$ cat config.mk
export PLATFORM = sky130hd
export DESIGN_NAME = sqrt_csel_adder
export DESIGN_NICKNAME = d
export VERILOG_FILES = /design/src/rtl/sqrt_csel_pkg.sv /design/src/rtl/csel_ripple.sv /design/src/rtl/csel_group.sv /design/src/rtl/sqrt_csel_adder.sv
export SDC_FILE = /design/constraint.sdc
export NUM_CORES = 1
export LEC_CHECK = 0
export ABC_AREA = 1
export BUFFER_PORTS_ARGS = -buffer_cell sky130_fd_sc_hd__buf_2
export CAP_MARGIN = 10
export CORE_ASPECT_RATIO = 1.4
export CORE_UTILIZATION = 38
export DETAILED_ROUTE_END_ITERATION = 8
export PLACE_DENSITY = 0.79
export SETUP_SLACK_MARGIN = 0.2
export SYNTH_ARGS = -nofsm -noshare
export SYNTH_HDL_FRONTEND = slang
export SYNTH_SLANG_ARGS = --single-unit
$ cat constraint.sdc
create_clock -name vclk -period 4.85
set_clock_uncertainty 0.15 [all_clocks]
set_input_delay 0.2425 -clock vclk [all_inputs]
set_output_delay 0.2425 -clock vclk [all_outputs]
set_load 0.02 [all_outputs]
$ cat src/rtl/sqrt_csel_pkg.sv
package sqrt_csel_pkg;

  localparam int unsigned SIZE_FIELD = 8;

  // Carry-outs from the two speculative chains of one group.
  typedef struct packed {
    logic assumeZero;
    logic assumeOne;
  } carryPair_t;

  // Sum of the widths of groups 0 .. upto-1 taken from a packed size list.
  function automatic int unsigned sizePrefix(
    input logic [255:0] sizeList,
    input int unsigned  upto
  );
    int unsigned acc;
    acc = 0;
    for (int unsigned k = 0; k < upto; k++) begin
      acc += int'(sizeList[k*SIZE_FIELD +: SIZE_FIELD]);
    end
    return acc;
  endfunction

endpackage

$ cat src/rtl/csel_ripple.sv
module csel_ripple #(
  parameter int unsigned W = 4
) (
  input  logic [W-1:0] opA,
  input  logic [W-1:0] opB,
  input  logic         carryIn,
  output logic [W-1:0] sumOut,
  output logic         carryOut
);

  logic [W-1:0] genBit;
  logic [W-1:0] propBit;
  logic [W:0]   chain;

  assign genBit   = opA & opB;
  assign propBit  = opA ^ opB;
  assign chain[0] = carryIn;

  for (genvar i = 0; i < W; i++) begin : g_stage
    assign chain[i+1] = genBit[i] | (propBit[i] & chain[i]);
  end

  assign sumOut   = propBit ^ chain[W-1:0];
  assign carryOut = chain[W];

endmodule

$ cat src/rtl/csel_group.sv
module csel_group
  import sqrt_csel_pkg::*;
#(
  parameter int unsigned W = 4
) (
  input  logic [W-1:0] opA,
  input  logic [W-1:0] opB,
  input  logic         carrySel,
  output logic [W-1:0] sumOut,
  output logic         carryOut
);

  logic [W-1:0] sumZero;
  logic [W-1:0] sumOne;
  carryPair_t   pair;

  csel_ripple #(.W(W)) u_chainZero (
    .opA(opA), .opB(opB), .carryIn(1'b0),
    .sumOut(sumZero), .carryOut(pair.assumeZero)
  );

  csel_ripple #(.W(W)) u_chainOne (
    .opA(opA), .opB(opB), .carryIn(1'b1),
    .sumOut(sumOne), .carryOut(pair.assumeOne)
  );

  assign sumOut   = carrySel ? sumOne : sumZero;
  assign carryOut = carrySel ? pair.assumeOne : pair.assumeZero;

  always_comb begin
    // the chain that assumes carry-in 1 never loses a carry that the other keeps
    a_r3_carry_order: assert (!pair.assumeZero || pair.assumeOne)
      else $error("R3 chain order broken");
    // a group that propagates on every bit forwards its carry
    if (&(opA ^ opB))
      a_r4_pass_through: assert (carryOut == carrySel)
        else $error("R4 propagate group");
    // a group that kills on every bit emits no carry
    if (~|(opA | opB))
      a_r5_all_kill: assert (!carryOut)
        else $error("R5 kill group");
    // a generate in the top bit forces a carry
    if (opA[W-1] && opB[W-1])
      a_r6_top_generate: assert (carryOut)
        else $error("R6 generate group");
  end

endmodule

$ cat src/rtl/sqrt_csel_adder.sv
module sqrt_csel_adder
  import sqrt_csel_pkg::*;
#(
  parameter int unsigned WIDTH       = 20,
  parameter int unsigned NUM_GROUPS  = 5,
  parameter logic [NUM_GROUPS*8-1:0] GROUP_SIZES = {8'd6, 8'd5, 8'd4, 8'd3, 8'd2},
  parameter bit          FIRST_RIPPLE = 1'b1
) (
  input  logic [WIDTH-1:0] opA,
  input  logic [WIDTH-1:0] opB,
  input  logic             carryIn,
  output logic [WIDTH-1:0] sumOut,
  output logic             carryOut
);

  localparam logic [255:0] SIZE_LIST = 256'(GROUP_SIZES);
  localparam int unsigned  COVERED   = sizePrefix(SIZE_LIST, NUM_GROUPS);

  if (COVERED != WIDTH) begin : g_bad_sizes
    $error("group sizes add to %0d, width is %0d", COVERED, WIDTH);
  end

  logic [NUM_GROUPS:0] groupCarry;
  assign groupCarry[0] = carryIn;

  for (genvar k = 0; k < NUM_GROUPS; k++) begin : g_group
    localparam int unsigned LO = sizePrefix(SIZE_LIST, k);
    localparam int unsigned GW = int'(GROUP_SIZES[k*SIZE_FIELD +: SIZE_FIELD]);

    if (k == 0 && FIRST_RIPPLE) begin : g_plain
      csel_ripple #(.W(GW)) u_lowest (
        .opA(opA[LO +: GW]), .opB(opB[LO +: GW]),
        .carryIn(groupCarry[k]),
        .sumOut(sumOut[LO +: GW]), .carryOut(groupCarry[k+1])
      );
    end else begin : g_select
      csel_group #(.W(GW)) u_sel (
        .opA(opA[LO +: GW]), .opB(opB[LO +: GW]),
        .carrySel(groupCarry[k]),
        .sumOut(sumOut[LO +: GW]), .carryOut(groupCarry[k+1])
      );
    end
  end

  assign carryOut = groupCarry[NUM_GROUPS];

  always_comb begin
    // full result matches unsigned addition
    a_r1_sum_match: assert ({carryOut, sumOut} ==
        ({1'b0, opA} + {1'b0, opB} + (WIDTH+1)'(carryIn)))
      else $error("R1 sum mismatch");
    // carry-in travels through the whole width
    if ((&opA) && (~|opB) && carryIn)
      a_r7_full_chain: assert (carryOut && (~|sumOut))
        else $error("R7 full chain");
  end

endmodule

==> impl_results.md <==
- Slew @ Worst Pin: ~160 ps
- DRC violations left: 0
- Most frequent CP cell: fa_2
- DRT iter0 DRCs: 3
- Post-Syn Area: ~770 µm²
- Hold Crit Depth: 3
- Peak supply drop: between 0.1 and 0.15 mV
- Crit path kind: in2out
- RSZ-0062 raised after global routing: true
- Grt total ovfl: 0
- First-pass GRT wire length: 3.02 mm
- Slowest cell on the critical path: fa_2
- Leak: slightly above 0.0008 µW
- Gate power share: 100.0%
- Core Area: about 1800 µm²
- Area share of the largest cell type after synthesis: approximately 29%
- Global placement routability congestion: ~0.69
- Vias: 935
- Worst hold path startpoint: opB[1]
- Net Count, Synth: around 180
- Pwr Density: 179 nW/µm²
- Post-Place Cells: ~200
- Fin. max-slew vios: 0
- # rows: 18
- Die Y-Extent: around 55 µm
- Area leader, netlist: ha_1
- PortBufs: slightly above 60
- Fin crit share: 101%
- Setup TNS: -34.6 ps
- Final hold vios: 0
- Routed WL per cell: ~9.3 µm
- Setup slack after layout: -34.6 ps
- Net Sw Power: between 100 and 150 µW
- Switching Fraction: between 50% and 60%
- Total Wirelength: just under 2 mm
- Total of max-cap violations: 0
- Layout area overhead: 73.2%
- FMAX: between 200 and 250 MHz
- Top cells by area, synth: ha_1 (29%), fa_1 (16%), inv_1 (12%)
- Vias in the first global route: 900
- Status: finished with violations
- Crit start category: primary input
- Critical path required time: about 4500 ps
- Crit. Startpoint: opA[0]
- Initial core utilization: between 40% and 50%
- Largest net degree at the start of global routing: 7
- HP Class: in2out
- Sequential area share after synthesis: 0%
- Total GRT Usage: between 10% and 20%
- Final Non-Filler Cells: 207
- Sequential cells: 0
- # fillers: ~150
- Synth cell count leaders: inv_1 (25), nand2_1 (25), ha_1 (18)
- Synth Instances: between 100 and 150
- Clock buffers: 0
- Die area: between 2000 and 2500 µm²
- Layout cells sized above 1: roughly 57%
- Final setup fails: 1
- CP max stage delay: around 540 ps
- Max FO, Critical Path: 3
- Via-per-instance ratio: about 4.5
- Register Area: 0 µm²
- Flop pwr share: 0%
- Antenna violations before repair: 0
- CP endpoint kind: output port
- Arrival time worst endpoint: between 4000 and 5000 ps
- Unique masters post-synth: 17
- Num ports: 62
- Violated checks: negative setup slack
- Tmin final: just under 5000 ps
- DIE WIDTH: 40.1 µm
- Final net count: about 250
- Rel. slew slack: roughly nine tenths
- Antenna Violating Nets Remaining: 0
- Internal power: ~110 µW
- DP HPWL: 1.62 mm
- Synthesis warning total: 0
- Multi-input logic area: a little over 700 µm²
- Clock network power share: 0%
- Total iterations of the first detailed-routing run: 3
- Ant diodes: 0
- Synth Area per Inst: about 7 µm²
==> worst max-delay path, delay by kind of cell <==
| family | cells | cell delay (ps) |
|---|---|---|
| simple gates | 11 | 740 |
| compound gates | 6 | 880 |
| fa+ha+maj | 6 | 2180 |
| buf+inv | 7 | 450 |
==> through the flow <==
step           area (µm²)  total power [µW]  hold WS [ps]  utilization, %  setup WS [ps]
6_report             1340               239           761            73.2          -34.6
5_1_grt              1340               263           781            73.2           -247
4_1_cts              1260               222           754            68.9          -40.8
3_5_place_dp         1150               199           762            62.9          -87.7
3_3_place_gp         1150               193           761            62.9           6.85
2_1_floorplan         793               137           582               -            158
==> area by class of cell <==
class | instances | share of cell area, %
repair buffers | 78 | 35.4
inverters | 28 | 8.25
multi-input cells | 81 | 54.5
well taps | 20 | 1.87
==> worst paths after layout <==
path,endpoint,slack (ps)
max,sumOut[19],-30
min,sumOut[1],760
==> metal layers <==
layer  vias up  track usage, %  share of wire [%]
met5         -               0                  0
met2        28            40.6                 66
met1       423            13.3                 30
li1        484               -                  -
met3         0           0.402                3.9
met4         0            2.46                  0
==> cells by family after synthesis <==
group / count (synthesis) / synth area share [%]
buffers and inverters: 29 / 14.3
AND/OR/NAND/NOR: 37 / 20.3
XOR/XNOR: 12 / 13.6
AO/OA/AOI/OAI: 8 / 6.98
adder cells (fa/ha/maj): 24 / 44.8
==> cell usage in the layout (no fill, tap or decap) <==
cell type and instances:
buf_2 54, o21ai_2 1, inv_2 9, xnor2_1 3, nand3_1 5, o21a_1 1
buf_4 18, o21ai_4 1, nand2_2 6, a21oi_4 1, inv_4 2, o21ai_1 1
nand3b_1 1, nand2_1 22, buf_6 6, nor2_1 1, a21o_1 2, xor2_1 9
fa_2 6, nor2_4 1, o21bai_4 1, ha_1 18, nor2_2 1, inv_1 17
==> power groups by stage <==
stage / clock [µW] / sequential, µW / combinational (µW)
floorplan: 0 / 0 / 137
global placement: 0 / 0 / 193
detailed placement: 0 / 0 / 199
CTS: 0 / 0 / 222
global route: 0 / 0 / 263
finish: 0 / 0 / 239
==> repair_timing <==
action / in CTS / in global routing
resized for setup: 19 / 12
hold buffers: 0 / 0
pin swaps: 12 / 17
setup buffers: 8 / 4
endpoints found under the setup margin: 2 / 6
Power figures use the tool's default switching activity.
